===== src/rtl/sport_pkg.sv =====
package sport_pkg;
  typedef enum logic {
    SPORT_MASTER = 1'b0,
    SPORT_SLAVE  = 1'b1
  } sport_mode_e;

  localparam int unsigned SPORT_LEAD_W = 1;
endpackage


===== src/rtl/sport_mclk_gen.sv =====
module sport_mclk_gen #(
  parameter int unsigned BITS = 16
) (
  input  logic clk_i,
  input  logic rst_ni,
  input  logic en_i,
  input  logic start_req_i,
  output logic sclk_o,
  output logic rfs_n_o,
  output logic start_o
);
  localparam int unsigned HALF_N = 2 * BITS;
  localparam int unsigned CNT_W  = $clog2(HALF_N);
  localparam logic [CNT_W-1:0] LAST = CNT_W'(HALF_N - 1);

  logic [CNT_W-1:0] cnt_q;
  logic             sclk_q, rfs_q;

  assign start_o = en_i & rfs_q & start_req_i;
  assign sclk_o  = sclk_q;
  assign rfs_n_o = rfs_q;

  always_ff @(posedge clk_i or negedge rst_ni) begin
    if (!rst_ni) begin
      cnt_q  <= '0;
      sclk_q <= 1'b1;
      rfs_q  <= 1'b1;
    end else if (!en_i) begin
      cnt_q  <= '0;
      sclk_q <= 1'b1;
      rfs_q  <= 1'b1;
    end else if (start_o) begin
      cnt_q  <= '0;
      sclk_q <= 1'b1;
      rfs_q  <= 1'b0;
    end else if (!rfs_q) begin
      if (cnt_q == LAST) begin
        cnt_q  <= '0;
        sclk_q <= 1'b1;
        rfs_q  <= 1'b1;
      end else begin
        cnt_q  <= cnt_q + 1'b1;
        sclk_q <= ~sclk_q;
      end
    end
  end
endmodule


===== src/rtl/sport_tx.sv =====
module sport_tx #(
  parameter int unsigned W = 16
) (
  input  logic         clk_i,
  input  logic         rst_ni,
  input  logic         load_i,
  input  logic [W-1:0] frame_i,
  input  logic         fall_i,
  input  logic         abort_i,
  output logic         sdo_o
);
  localparam int unsigned CNT_W = $clog2(W + 1);

  logic [W-1:0]     sh_q;
  logic [CNT_W-1:0] cnt_q;
  logic             act_q;

  assign sdo_o = act_q & sh_q[W-1];

  always_ff @(posedge clk_i or negedge rst_ni) begin
    if (!rst_ni) begin
      sh_q  <= '0;
      cnt_q <= '0;
      act_q <= 1'b0;
    end else if (load_i) begin
      sh_q  <= frame_i;
      cnt_q <= CNT_W'(W);
      act_q <= 1'b1;
    end else if (abort_i) begin
      act_q <= 1'b0;
    end else if (act_q && fall_i) begin
      sh_q  <= {sh_q[W-2:0], 1'b0};
      cnt_q <= cnt_q - 1'b1;
      if (cnt_q == CNT_W'(1)) act_q <= 1'b0;
    end
  end
endmodule


===== src/rtl/sport_rx.sv =====
module sport_rx #(
  parameter int unsigned W = 5
) (
  input  logic         clk_i,
  input  logic         rst_ni,
  input  logic         sync_fall_i,
  input  logic         sync_n_i,
  input  logic         fall_i,
  input  logic         sdi_i,
  output logic [W-1:0] ctrl_o
);
  localparam int unsigned CNT_W = $clog2(W + 1);

  logic [W-2:0]     sh_q;
  logic [CNT_W-1:0] cnt_q;
  logic             act_q;
  logic [W-1:0]     ctrl_q;

  assign ctrl_o = ctrl_q;

  always_ff @(posedge clk_i or negedge rst_ni) begin
    if (!rst_ni) begin
      sh_q   <= '0;
      cnt_q  <= '0;
      act_q  <= 1'b0;
      ctrl_q <= '0;
    end else if (sync_fall_i) begin
      cnt_q <= '0;
      act_q <= 1'b1;
    end else if (sync_n_i) begin
      act_q <= 1'b0;
    end else if (act_q && fall_i && (cnt_q < CNT_W'(W))) begin
      cnt_q <= cnt_q + 1'b1;
      // commit all bits at once on the last one
      if (cnt_q == CNT_W'(W - 1)) ctrl_q <= {sh_q, sdi_i};
      else                        sh_q   <= {sh_q[W-3:0], sdi_i};
    end
  end
endmodule


===== src/rtl/sport_conv.sv =====
module sport_conv
  import sport_pkg::*;
#(
  parameter int unsigned RES_W     = 12,
  parameter int unsigned CHAN_W    = 3,
  parameter int unsigned FLAG_W    = 2,
  parameter bit          TWOS_COMP = 1'b0
) (
  input  logic              clk_i,
  input  logic              rst_ni,
  input  logic              slave_mode_i,
  input  logic              sclk_i,
  input  logic              rfs_n_i,
  input  logic              tfs_n_i,
  input  logic              sdi_i,
  input  logic [RES_W-1:0]  result_i,
  input  logic              result_vld_i,
  output logic              sdo_o,
  output logic [CHAN_W-1:0] chan_o,
  output logic [FLAG_W-1:0] flags_o,
  output logic              sclk_o,
  output logic              rfs_n_o
);
  localparam int unsigned FRAME_W = SPORT_LEAD_W + CHAN_W + RES_W;
  localparam int unsigned CTRL_W  = CHAN_W + FLAG_W;

  sport_mode_e       mode;
  logic              is_slave;
  logic              sclk_m, m_start;
  logic              sclk_eff, sclk_d, rfs_d, tfs_d;
  logic              sclk_fall, rfs_fall, tfs_fall;
  logic              tx_load, tx_abort;
  logic [RES_W-1:0]  res_code;
  logic [FRAME_W-1:0] frame;
  logic [CTRL_W-1:0] ctrl;

  assign mode     = sport_mode_e'(slave_mode_i);
  assign is_slave = (mode == SPORT_SLAVE);

  assign sclk_eff = is_slave ? sclk_i : sclk_m;

  always_ff @(posedge clk_i or negedge rst_ni) begin
    if (!rst_ni) begin
      sclk_d <= 1'b1;
      rfs_d  <= 1'b1;
      tfs_d  <= 1'b1;
    end else begin
      sclk_d <= sclk_eff;
      rfs_d  <= rfs_n_i;
      tfs_d  <= tfs_n_i;
    end
  end

  assign sclk_fall = sclk_d & ~sclk_eff;
  assign rfs_fall  = is_slave & rfs_d & ~rfs_n_i;
  assign tfs_fall  = tfs_d & ~tfs_n_i;
  // master frames load on the start strobe so bit 0 settles before the first fall
  assign tx_load   = rfs_fall | m_start;
  assign tx_abort  = is_slave & rfs_n_i;

  generate
    if (TWOS_COMP) begin : g_twos
      assign res_code = {~result_i[RES_W-1], result_i[RES_W-2:0]};
    end else begin : g_bin
      assign res_code = result_i;
    end
  endgenerate

  assign frame   = {{SPORT_LEAD_W{1'b0}}, ctrl[CTRL_W-1 -: CHAN_W], res_code};
  assign chan_o  = ctrl[CTRL_W-1 -: CHAN_W];
  assign flags_o = ctrl[FLAG_W-1:0];

  sport_mclk_gen #(.BITS(FRAME_W)) u_mclk (
    .clk_i      (clk_i),
    .rst_ni     (rst_ni),
    .en_i       (~is_slave),
    .start_req_i(result_vld_i),
    .sclk_o     (sclk_m),
    .rfs_n_o    (rfs_n_o),
    .start_o    (m_start)
  );

  assign sclk_o = sclk_m;

  sport_tx #(.W(FRAME_W)) u_tx (
    .clk_i  (clk_i),
    .rst_ni (rst_ni),
    .load_i (tx_load),
    .frame_i(frame),
    .fall_i (sclk_fall),
    .abort_i(tx_abort),
    .sdo_o  (sdo_o)
  );

  sport_rx #(.W(CTRL_W)) u_rx (
    .clk_i      (clk_i),
    .rst_ni     (rst_ni),
    .sync_fall_i(tfs_fall),
    .sync_n_i   (tfs_n_i),
    .fall_i     (sclk_fall),
    .sdi_i      (sdi_i),
    .ctrl_o     (ctrl)
  );
endmodule


===== config.mk =====
export PLATFORM = sky130hd
export DESIGN_NAME = sport_conv
export DESIGN_NICKNAME = d
export VERILOG_FILES = /design/src/rtl/sport_pkg.sv /design/src/rtl/sport_mclk_gen.sv /design/src/rtl/sport_tx.sv /design/src/rtl/sport_rx.sv /design/src/rtl/sport_conv.sv
export SDC_FILE = /design/constraint.sdc
export NUM_CORES = 1
export LEC_CHECK = 0
export ABC_AREA = 1
export BUFFER_PORTS_ARGS = -buffer_cell sky130_fd_sc_hd__clkbuf_2
export CELL_PAD_IN_SITES_DETAIL_PLACEMENT = 1
export CELL_PAD_IN_SITES_GLOBAL_PLACEMENT = 2
export CORE_MARGIN = 2
export CORE_UTILIZATION = 37
export DETAILED_ROUTE_END_ITERATION = 6
export HOLD_SLACK_MARGIN = 0.15
export PLACE_DENSITY_LB_ADDON = 0.1
export SYNTH_ARGS = -nofsm -noshare
export SYNTH_HDL_FRONTEND = slang
export SYNTH_HIERARCHICAL = 1
export SYNTH_SLANG_ARGS = --single-unit

===== constraint.sdc =====
create_clock -name clk_i -period 4.71 [get_ports clk_i]
set_input_delay 0.942 -clock clk_i [delete_from_list [all_inputs] [get_ports clk_i]]
set_output_delay 0.942 -clock clk_i [all_outputs]
set_load 0.02 [all_outputs]

======== After elaboration in Yosys (flattened, before gate mapping) ========
Index checks and enable logic that the tools add are counted.
word-level totals
  register bits after elaboration ......... 45
  latch bits .............................. 0
  bits in writable memories ............... 0
  memory bits (read-only) ................. 0
  input bits .............................. 20
  word-level logic and storage cells ...... 80
  memories ................................ 0
cells by class
  add/sub/neg operators ................... 3
  multiply operators ...................... 0
  divide/modulo/power cells ............... 0
  $lt $le $gt $ge ......................... 1
  equal/unequal tests ..................... 6
  shifts and indexed selects .............. 0
  multiplexer cells ....................... 28
  bitwise logic cells ..................... 16
  reductions and logical operators ........ 13
operators with widths
  cell                                                  count
  2-to-1 mux 16 bit                                     3
  2-to-1 mux 5 bit                                      7
  2-to-1 mux 1 bit                                      15
  2-to-1 mux 3 bit                                      3
  AND 1 bit                                             8
  AND reduction 4 bit                                   2
  inverter 1 bit                                        7
  AND reduction 2 bit                                   3
  nonzero test 2 bit                                    3
  nonzero test 3 bit                                    2
  adder 5 x 1 -> 5 bit (second input constant)          1
  equality test 5 x 1 -> 1 bit (second input constant)  1
  equality test 5 bit (second input constant)           1
  subtractor 5 x 1 -> 5 bit (second input constant)     1
  adder 3 x 1 -> 3 bit (second input constant)          1
  equality test 3 bit (second input constant)           1
  logical AND 1 bit                                     3
  less-than comparator 3 bit (second input constant)    1
  != test 3 bit (second input constant)                 1
  != test 2 x 1 -> 1 bit (second input constant)        1
  != test 2 bit (second input constant)                 1
  OR 1 bit                                              1

======== Longest topological paths before layout ========
Gate-level depths: netlist of run 1.
  depth in word-level cells ............... 8
  mapped depth ............................ 9
  mapped depth without buffers ............ 9

======== Cells and area by module ========
Netlist of run 1, hierarchy kept.
modules (own cells, without submodules)
  module          instances  cells an instance  area an instance (um^2)
  sport_tx        1          144                1,117.3
  sport_rx        1          73                 659.4
  sport_mclk_gen  1          41                 354.1
  sport_conv      1          16                 138.9

======== Least setup slack after synthesis of run 1 ========
OpenSTA, ideal clock, no wires.
  path kind ............................... input to register
  from .................................... in slave_mode_i
  to ...................................... reg u_tx.sh_q[3]
  setup time .............................. 0.126 ns
  data arrival time ....................... 1.861 ns
  data required time ...................... 4.584 ns
  slack ................................... 2.723 ns
  stages .................................. 8
  path buffers ............................ 1
  cells stage by stage .................... inv_2 -> inv_1 -> nor3_2 -> o21bai_1 -> buf_2 -> o21ai_0 -> nand2_1 -> o21ai_0
between the ends
  longest elaborated chain between the ends .. 6
  elaborated cells between the ends (all ways) .. 15
  those cells by class .................... 1 x eq/ne; 2 x mux; 9 x bitwise; 3 x reduce/logical
RTL lines
  item                                                                         RTL line              RTL
  from (decl)                                                                  sport_conv.sv:11      input logic slave_mode_i,
  inverter 1 bit *                                                             sport_conv.sv:76      .en_i (~is_slave),
  AND 1 bit * (2 in a row)                                                     sport_mclk_gen.sv:19  assign start_o = en_i & rfs_q & start_req_i;
  named net m_start                                                            sport_conv.sv:29      logic sclk_m, m_start;
  OR 1 bit *                                                                   sport_conv.sv:58      assign tx_load = rfs_fall | m_start;
  named net tx_load                                                            sport_conv.sv:32      logic tx_load, tx_abort;
  != test 2 bit (no source line) / nonzero test 2 bit (equally long branches)  -
  AND reduction 2 bit (no source line)                                         -
  to (signal assigned)                                                         sport_tx.sv:26        sh_q <= frame_i;
  to (signal assigned)                                                         sport_tx.sv:32        sh_q <= {sh_q[W-2:0], 1'b0};
  to (decl)                                                                    sport_tx.sv:14        logic [W-1:0] sh_q;
The timed path passes the listed nets; every way through them passes the cells marked *.
A chain may end at the register's enable or synchronous reset.

======== Worst setup path in the final report of run 1 ========
  from .................................... in slave_mode_i
  to ...................................... reg u_tx.cnt_q[1]
between the ends
  longest elaborated chain between the ends .. 6
  elaborated cells between the ends (all ways) .. 15
  those cells by class .................... 1 x eq/ne; 2 x mux; 9 x bitwise; 3 x reduce/logical
RTL lines
  item                                                                         RTL line              RTL
  inverter 1 bit *                                                             sport_conv.sv:76
  AND 1 bit * (2 in a row)                                                     sport_mclk_gen.sv:19
  named net m_start                                                            sport_conv.sv:29
  OR 1 bit *                                                                   sport_conv.sv:58
  named net tx_load                                                            sport_conv.sv:32
  != test 2 bit (no source line) / nonzero test 2 bit (equally long branches)  -
  AND reduction 2 bit (no source line)                                         -
  to (signal assigned)                                                         sport_tx.sv:27        cnt_q <= CNT_W'(W);
  to (signal assigned)                                                         sport_tx.sv:33        cnt_q <= cnt_q - 1'b1;
  to (decl)                                                                    sport_tx.sv:15        logic [CNT_W-1:0] cnt_q;
Marks and branches as above.

==> results.ini, run 1 <==
[final_layout]
final_nets=328
drive_above_1_share_pct=19.1
fin_util_pct=42.8
syn2layout_area_growth_pct=11.7
insertedDiodeCount=0
final_cell_mix=85 x nand2_1, 40 x dfrtp_1, 35 x inv_1
fillCellCount=754
layout_commonest_cell=nand2_1

[global_routing]
track_usage_pct=15.7
grt_antenna_before_repair=0
grt_max_degree=46
gr-total-overflow=0
first_global_vias=1808
grt_pass1_wl_mm=8.19

[logic_synthesis]
synth.distinct_cells=29
ys_seq_area_share_pct=49.9
synth_flop_cell=dfrtp_1
ys_warn_count=6
yosys.area.top_type=dfrtp_1
netlist.area_leader.share_pct=44.1
synth_nets=300
syn_area_per_cell_um2=8.28
synth_area_leaders=dfrtp_1 44%, nand2_1 14%, o21ai_0 6.4%, dfstp_2 5.8%, inv_1 5.8%
syn_inst=274
synth-edff-count=0
syn-cell-area_um2=2270
async_flop_share_pct=100
ys_seq_elements=45

[worst_setup_path]
crit_arrival_ns=2.52
setup.worst_path.end_class=flop
crit_required_ns=4.88
slowest_stage=buf_4
cp_max_fo=35
startpoint_type=input port
critPathKind=in2reg
critical-path-max-stage-delay_ns=0.30
path_cells=clkbuf_2 -> inv_2 -> inv_1 -> nor3_2 -> o21bai_2 -> buf_4 -> inv_2 -> nand2_4 -> inv_1 -> nand2_1 -> o31ai_1

[routing]
vias_per_cell=4.79
drtIter0Drc=50
vias=1809
wl_per_cell_um=12.1
drc=0
first_pass_iters=4
drtAntennaViolNets=0
drt_wl_total_mm=4.57

[clock_tree]
ctsHoldBuffers=0
cts_tree=built
path_clk_slew_ns=0.09
cts_root_buf=clkbuf_8
cts_setup_buffers=0
cts_resized=0
insertion_delay_ns=0.29
clk_path_buf_depth=2
clkSinkCount=45
cts_buffers=5
h-tree-depth=2

[timing]
worstMarginPinSlew_ns=0.581
slew_headroom_pct=61.3
finClkSkew_ns=0.00675
rsz0062_at_grt=false
slew_viol_final=0
tns_ns=0
hold_viol=0
max_freq_mhz=425
setup_violations=0
period_share_pct=49.9
fin_crit_ns=2.35

[floorplan]
dieHeight_um=82.3
dieArea_um2=6780
rows=28
die_w_um=82.3
start_util_pct=38.3
ioPinCount=28
core-area_um2=5920

[power_and_ir_drop]
pwr-share-clk_pct=23.7
p_switching_w=0.000319
worst_ir_drop_vdd_v=0.000147
p_int_w=0.000658
switching_share_pct=32.7
p_comb_share_pct=23.3
power_frac_seq_pct=53.0
power_density_nw_per_um2=386
power_leakage_nw=1.33

[placement]
place_congestion=0.811
dp_hpwl_mm=3.29
portBuffers=27

[run]
maxCapViolCount=0

[status]
status=complete, no violations

[worst_hold_path]
hp-class=reg2reg

flip-flops by register name (all words and copies together), names as in the netlist:
register	count
u_tx/sh_q	16
u_mclk/cnt_q	5
u_rx/ctrl_o	5
u_tx/cnt_q	5
u_rx/sh_q	4
u_rx/cnt_q	3
rfs_d	1
sclk_d	1
tfs_d	1
u_mclk/rfs_n_o	1
u_mclk/sclk_o	1
u_rx/act_q	1
u_tx/act_q	1
cells in the mapped netlist (3+ instances only):
| master | instances |
|---|---|
| nand2_1 | 85 |
| dfrtp_1 | 40 |
| inv_1 | 35 |
| o21ai_0 | 29 |
| nand3_1 | 18 |
| nand4_1 | 12 |
| nor2_1 | 11 |
| ha_1 | 6 |
| dfstp_2 | 5 |
| buf_2 | 4 |
| buf_6 | 4 |
| nand2_2 | 3 |
power groups by stage:
stage / Sequential (W) / Combinational [W] / Clock [W]
detailed placement: 0.000527 / 0.000233 / 0
CTS: 0.000520 / 0.000235 / 0.000241
finish: 0.000518 / 0.000228 / 0.000231
global route: 0.000530 / 0.000276 / 0.000258
floorplan: 0.000514 / 0.000180 / 0
global placement: 0.000525 / 0.000231 / 0
critical path: cells and delay by family:
| family | cells | cell delay [ns] |
|---|---|---|
| simple gates | 3 | 0.54 |
| compound gates | 2 | 0.20 |
| buf+inv | 6 | 0.85 |
layer usage:
layer,global-route usage (%),routed length [um]
met4,4.50,48
met5,0,0
met3,3.26,151
met2,25.8,2050
met1,20.9,2310
cell type report:
| cell class | count | area (um2) | share of cell area (%) |
|---|---|---|---|
| inverter | 38 | 144 | 5.68 |
| timing repair buffer | 29 | 150 | 5.92 |
| sequential | 45 | 1130 | 44.7 |
| multi-input combinational | 183 | 932 | 36.8 |
| tap | 75 | 93.8 | 3.70 |
| clock buffer | 6 | 72.6 | 2.86 |
| clock inverter | 2 | 10.0 | 0.395 |
metrics by stage:
step	hold slack [ns]	setup WS (ns)	cells	power, W	instance area [um2]
floorplan	0.442	2.72	274	0.000694	2270
global placement	0.460	2.08	370	0.000756	2450
detailed placement	0.463	2.00	370	0.000760	2450
CTS	0.483	2.32	378	0.000996	2530
global route	0.498	2.10	378	0.00106	2530
finish	0.477	2.36	378	0.000977	2530
cells by family (layout without fill, tap and decap cells):
| logic type | count (synthesis) | after routing | synth area share [%] |
|---|---|---|---|
| AOI/OAI and AO/OA | 36 | 36 | 8.43 |
| adders and majority gates | 6 | 6 | 3.31 |
| xor gates and xnor gates | 2 | 2 | 0.772 |
| buffers and inverters | 46 | 75 | 9.21 |
| DFF | 45 | 45 | 49.9 |
| and+or+nand+nor | 138 | 138 | 28.2 |
| other | 1 | 1 | 0.165 |
path summary, 6_finish.rpt:
path                                     startpoint                           to  slack (ns)  cells after the start
setup reg to reg           u_mclk/rfs_n_o$_DFF_PN1_    u_tx/cnt_q[1]$_DFFE_PN0P_        2.63                      9
max in group asynchronous                    rst_ni   u_rx/ctrl_o[4]$_DFFE_PN0P_        3.58                      2
hold / removal               u_rx/act_q$_DFFE_PN0N_       u_rx/act_q$_DFFE_PN0N_        0.48                      2
hold reg to reg              u_rx/act_q$_DFFE_PN0N_       u_rx/act_q$_DFFE_PN0N_        0.48                      2
min in group asynchronous                    rst_ni  u_mclk/cnt_q[3]$_DFFE_PN0P_        0.73                      2
setup / recovery                       slave_mode_i    u_tx/cnt_q[1]$_DFFE_PN0P_        2.36                     11
No activity file was read; power rests on OpenSTA's default activity.
==> run 2, diff against run 1 <==
- CORE_UTILIZATION: 37 -> 31
- clock period: 4.71 -> 2.1 ns (I/O delays scaled with it)
==> results.ini, run 2 (synthesis results as in run 1) <==
[final_layout]
largest_register=u_tx/sh_q
final_nets=330  ; +0.61%
register_area_um2=1130  ; unchanged
stdcell_area_um2=2610  ; +3.1%
syn2layout_area_growth_pct=15.2
layout_commonest_cell=nand2_1
final_cell_mix=85 x nand2_1, 40 x dfrtp_1, 35 x inv_1
fillCellCount=900  ; +19%
multiInputGateArea_um2=932  ; unchanged
largest_reg_flops=16  ; unchanged
insertedDiodeCount=0  ; unchanged
drive_above_1_share_pct=19.7  ; +0.59 points

[run]
maxCapViolCount=0  ; unchanged

[timing]
fin_crit_ns=1.73
hold_viol=0  ; unchanged
period_share_pct=82.6
worstMarginPinSlew_ns=0.594  ; +0.0129 ns
slew_viol_final=0  ; unchanged
tns_ns=0  ; unchanged
setup_violations=0  ; unchanged
finClkSkew_ns=0.00522  ; -0.00153 ns
max_freq_mhz=576
slew_headroom_pct=60.4  ; -0.86 points
rsz0062_at_grt=false

[clock_tree]
cts_buffers=5  ; unchanged
cts_root_buf=clkbuf_8
cts_setup_buffers=0  ; unchanged
insertion_delay_ns=0.29  ; about the same
clk_path_buf_depth=2  ; unchanged
clkSinkCount=45  ; unchanged
cts_tree=built
h-tree-depth=2  ; unchanged
cts_resized=0  ; unchanged
ctsHoldBuffers=0  ; unchanged
path_clk_slew_ns=0.09  ; about the same

[worst_setup_path]
reg2reg_slack_ns=0.37  ; -2.26 ns
path_buf_inv=2  ; -4
critPathKind=reg2reg
timing.rr.start=u_mclk/rfs_n_o$_DFF_PN1_
startpoint_type=flop
crit_arrival_ns=1.91  ; -0.61 ns
crit_required_ns=2.28  ; -2.60 ns
critical-path-max-stage-delay_ns=0.55  ; +0.25 ns
path_cells=inv_1 -> nor3_2 -> o21bai_2 -> buf_4 -> o21ai_0 -> nand2_1 -> o21ai_0
ff2ff_path_depth=7  ; -2
slowest_stage=dfstp_2
cp_max_fo=32  ; -8.6%
critPathMostFrequentCell=o21ai_0
cp_top_family=flip-flops
setup.worst_path.end_class=flop
reg2reg_to=u_tx/sh_q[10]$_DFFE_PN0P_

[power_and_ir_drop]
pwr-share-clk_pct=27.6  ; +3.9 points
power_leakage_nw=1.35  ; +1.8%
worst_ir_drop_vdd_v=0.000316  ; +120%
p_comb_share_pct=22.6  ; -0.7 points
switching_share_pct=31.3  ; -1.4 points
p_switching_w=0.000729  ; +130%
power_frac_seq_pct=49.8  ; -3.2 points
power_density_nw_per_um2=892  ; +130%
p_total_w=0.00233  ; +140%
p_int_w=0.00160  ; +140%

[global_routing]
gr-total-overflow=0  ; unchanged
grt_max_degree=46  ; unchanged
first_global_vias=1756  ; -2.9%
track_usage_pct=13.4  ; -2.3 points
grt_pass1_wl_mm=8.38  ; +2.4%
grt_antenna_before_repair=0  ; unchanged

[floorplan]
core-area_um2=7180  ; +21%
dieArea_um2=8020  ; +18%
die_w_um=89.6  ; +8.8%
dieHeight_um=89.6  ; +8.8%
start_util_pct=31.6  ; -6.7 points
rows=31  ; +11%
ioPinCount=28  ; unchanged

[routing]
vias_per_cell=4.48  ; -6.4%
drtAntennaViolNets=0  ; unchanged
first_pass_iters=4  ; unchanged
drtIter0Drc=29  ; -42%
drt_wl_total_mm=4.73  ; +3.7%
wl_per_cell_um=11.7  ; -2.8%
drc=0  ; unchanged
vias=1806  ; -0.17%

[placement]
place_congestion=0.698  ; -14%
portBuffers=27  ; unchanged
dp_hpwl_mm=3.37  ; +2.5%
dpl-instance-area_um2=2510  ; +2.3%

[status]
status=complete, no violations

[worst_hold_path]
hp-class=in2async

[run 2: changes by cell type in the layout (fill, tap and decap cells not counted)]
cell / previous run / this run
clkbuf_1: 1 / 0
buf_12: 0 / 1
buf_4: 2 / 3
bufinv_16: 0 / 1
clkinv_2: 3 / 2
[run 2: worst register-to-register path, stage by stage, from the launching register on]
cell      delay, ns
dfstp_2        0.55
inv_1          0.08
nor3_2         0.20
o21bai_2       0.16
buf_4          0.31
o21ai_0        0.16
nand2_1        0.08
o21ai_0        0.08
[run 2: layer usage]
metal	up-vias	routed length [um]	track usage [%]
met3	6	114	3.05
met1	849	2450	19.2
met5	-	0	0
met2	17	2110	20.1
met4	0	63	4.07
li1	934	-	-
[run 2: how the worst max path moves through the flow]
| stage | from | cells after the start | slack [ns] | end |
|---|---|---|---|---|
| after floorplan | u_mclk/rfs_n_o$_DFF_PN1_ | 7 | 0.47 | u_tx/sh_q[3]$_DFFE_PN0P_ |
| after global placement | slave_mode_i | 9 | 0.33 | u_tx/sh_q[10]$_DFFE_PN0P_ |
| after detailed placement | slave_mode_i | 9 | 0.29 | u_tx/sh_q[10]$_DFFE_PN0P_ |
| after CTS | u_mclk/rfs_n_o$_DFF_PN1_ | 7 | 0.33 | u_tx/sh_q[10]$_DFFE_PN0P_ |
| after global routing | u_mclk/rfs_n_o$_DFF_PN1_ | 8 | 0.16 | u_tx/sh_q[9]$_DFFE_PN0P_ |
| final | u_mclk/rfs_n_o$_DFF_PN1_ | 7 | 0.37 | u_tx/sh_q[10]$_DFFE_PN0P_ |
[run 2: stage by stage]
step	std cells	hold WS, ns	utilization [%]	setup WS, ns
6_report	403	0.205	36.4	0.365
5_1_grt	403	0.231	36.4	0.164
4_1_cts	403	0.234	36.4	0.331
3_5_place_dp	396	0.467	35.0	0.288
3_3_place_gp	396	0.455	35.0	0.331
2_1_floorplan	274	0.124	-	0.474
[run 2: layout make-up]
cell class                      count  area share, %
Multi-Input combinational cell    183           35.7
Timing Repair Buffer               31           6.80
Clock inverter                      2           1.34
Clock buffer                        5           2.63
Sequential cell                    45           43.3
Tap cell                           99           4.74
Inverter                           38           5.51
[run 2: power groups by stage]
stage          Sequential, W  Combinational [W]  Clock [W]
2_1_floorplan        0.00115           0.000403          0
4_1_cts              0.00116           0.000544   0.000680
5_1_grt              0.00118           0.000633   0.000715
6_report             0.00116           0.000526   0.000644
3_3_place_gp         0.00118           0.000534          0
3_5_place_dp         0.00118           0.000540          0
==> run 3, diff against run 2 <==
- clock period: 2.1 -> 1.43 ns (I/O delays scaled with it)
==> results.ini, run 3 (synthesis results as in run 1) <==
[final_layout]
insertedDiodeCount=0  ; unchanged
largest_reg_flops=16  ; unchanged
stdcell_area_um2=2950  ; +13%
drive_above_1_share_pct=29.5  ; +9.8 points
register_area_um2=1130  ; unchanged
multiInputGateArea_um2=1020  ; +9.7%
largest_register=u_tx/sh_q
stdcell_count=424  ; +5.2%
layout_commonest_cell=nand2_1
syn2layout_area_growth_pct=30.1
fin_util_pct=41.2  ; +4.7 points
final_cell_mix=77 x nand2_1, 40 x dfrtp_1, 31 x inv_1
final_nets=350  ; +6.1%
fillCellCount=876  ; -2.7%

[power_and_ir_drop]
p_switching_w=0.00119  ; +63%
power_leakage_nw=1.49  ; +10%
p_int_w=0.00238  ; +48%
worst_ir_drop_vdd_v=0.000401  ; +27%
power_density_nw_per_um2=1210  ; +35%
power_frac_seq_pct=47.5  ; -2.3 points
pwr-share-clk_pct=21.9  ; -5.7 points
switching_share_pct=33.3  ; +2.0 points
p_comb_share_pct=30.5  ; +7.9 points

[worst_setup_path]
crit_arrival_ns=1.71  ; -0.20 ns
critPathKind=reg2reg
reg2reg_slack_ns=-0.06  ; -0.42 ns
startpoint_type=flop
setup.worst_path.end_class=flop
crit_required_ns=1.65  ; -0.63 ns
ff2ff_path_depth=8  ; +1
crit_path_end=u_tx/sh_q[14]$_DFFE_PN0P_
reg2reg_to=u_tx/sh_q[14]$_DFFE_PN0P_
slowest_stage=dfstp_2
critical-path-max-stage-delay_ns=0.54  ; about the same
timing.rr.start=u_mclk/rfs_n_o$_DFF_PN1_
startpoint=u_mclk/rfs_n_o$_DFF_PN1_
critPathMostFrequentCell=nand2_1
cp_max_fo=11  ; -66%
path_cells=inv_2 -> nor3_4 -> o21bai_4 -> clkbuf_16 -> nand2_1 -> o21ai_1 -> nand2_1 -> o21ai_0

[routing]
drc=0  ; unchanged
drtAntennaViolNets=0  ; unchanged
drt_wl_total_mm=5.35  ; +13%
vias=1909  ; +5.7%
vias_per_cell=4.50  ; +0.47%
drtIter0Drc=56  ; +93%
wl_per_cell_um=12.6  ; +7.5%
first_pass_iters=4  ; unchanged

[timing]
max_freq_mhz=672  ; +17%
setup_violations=18  ; +18
hold_viol=0  ; unchanged
finClkSkew_ns=0.00454  ; -0.000674 ns
fin_crit_ns=1.49  ; -0.247 ns
period_share_pct=104  ; +21 points
slew_viol_final=0  ; unchanged
rsz0062_at_grt=true
setup_ws_ns=-0.0577  ; -0.423 ns

[global_routing]
gr-total-overflow=0  ; unchanged
grt_antenna_before_repair=0  ; unchanged
first_global_vias=1928  ; +9.8%
grt_pass1_wl_mm=8.96  ; +6.9%
grt_max_degree=46  ; unchanged
track_usage_pct=14.3  ; +0.90 points

[clock_tree]
clk_path_buf_depth=2  ; unchanged
cts_buffers=5  ; unchanged
h-tree-depth=2  ; unchanged
cts_root_buf=clkbuf_8
path_clk_slew_ns=0.08  ; about the same
cts_tree=built
insertion_delay_ns=0.30  ; about the same
clkSinkCount=45  ; unchanged

[worst_hold_path]
hold_path_depth=3
hp-class=in2reg

[floorplan]
ioPinCount=28  ; unchanged
die_w_um=89.6  ; unchanged
rows=31  ; unchanged
dieHeight_um=89.6  ; unchanged
start_util_pct=31.6  ; unchanged
core-area_um2=7180  ; unchanged
dieArea_um2=8020  ; unchanged

[placement]
portBuffers=27  ; unchanged
dp_hpwl_mm=3.66  ; +8.7%
place_congestion=0.706  ; +1.1%
pre_cts_ws_ns=-0.0769  ; -0.365 ns
dpl-instance-area_um2=2670  ; +6.2%
placed_cells=409  ; +3.3%

[status]
violations=negative setup slack
status=finished, violations left

[run]
maxCapViolCount=0  ; unchanged

## run 3: changes by cell type in the layout (fill, tap and decap cells not counted), moves of 4 or more
cell | before | now
nand2_1 | 85 | 77
o21ai_2 | 1 | 7
o21ai_1 | 2 | 19
o21ai_0 | 29 | 6
buf_4 | 3 | 12
inv_1 | 35 | 31
buf_12 | 1 | 5
nand2_2 | 3 | 10
## run 3: worst max-delay path: cells and delay by family (launching register included)
family	cells	cell delay (ns)
compound gates	3	0.35
buf+inv	2	0.28
flops	1	0.54
simple gates	3	0.24
## run 3: how the worst min path moves through the flow
stage / slack (ns) / endpoint / startpoint
after global routing: 0.19 / u_tx/sh_q[0]$_DFFE_PN0P_ / result_i[0]
after CTS: 0.10 / rfs_d$_DFF_PN1_ / rfs_n_i
after detailed placement: 0.30 / u_tx/cnt_q[4]$_DFFE_PN0P_ / rst_ni
after floorplan: -0.01 / u_mclk/cnt_q[0]$_DFFE_PN0P_ / rst_ni
after global placement: 0.30 / u_tx/cnt_q[4]$_DFFE_PN0P_ / rst_ni
final: 0.20 / u_tx/sh_q[0]$_DFFE_PN0P_ / result_i[0]
## run 3: final cells by class
type                       count  area share (%)
multi-input combinational    183            34.6
inverter                      38            4.96
sequential                    45            38.3
clock buffer                   8            2.71
tap                           99            4.19
timing repair buffer          51            15.2
## run 3: stage by stage
step | TNS (ns) | power (W) | hold slack (ns)
final | -0.436 | 0.00356 | 0.195
after global routing | -2.28 | 0.00385 | 0.193
after CTS | -0.242 | 0.00347 | 0.104
after detailed placement | -1.19 | 0.00263 | 0.298
after global placement | 0 | 0.00262 | 0.299
after floorplan | -0.136 | 0.00230 | -0.00959
## run 3: repair_timing
item / CTS / global route
endpoints found under the hold margin: 42 / 1
endpoints found under the setup margin: 24 / 30
gates cloned: 0 / 3
setup buffers: 1 / 0
gates resized for setup: 13 / 39
hold buffers: 2 / 1
pin swaps: 2 / 6
## run 3: per-layer routing
| metal | track usage, % | up-vias | part of all wire [%] |
|---|---|---|---|
| met2 | 22.6 | 18 | 46 |
| met3 | 2.77 | 7 | 1.6 |
| met4 | 5.29 | 0 | 1.6 |
| met5 | 0 | - | 0 |
| li1 | - | 971 | - |
| met1 | 19.4 | 913 | 51 |
## run 3: power by group through the flow
| stage | Combinational (W) | Clock, W | Sequential [W] |
|---|---|---|---|
| floorplan | 0.000602 | 0 | 0.00169 |
| global placement | 0.000905 | 0 | 0.00171 |
| detailed placement | 0.000915 | 0 | 0.00172 |
| CTS | 0.000953 | 0.000826 | 0.00169 |
| global route | 0.00126 | 0.000868 | 0.00172 |
| finish | 0.00109 | 0.000782 | 0.00169 |
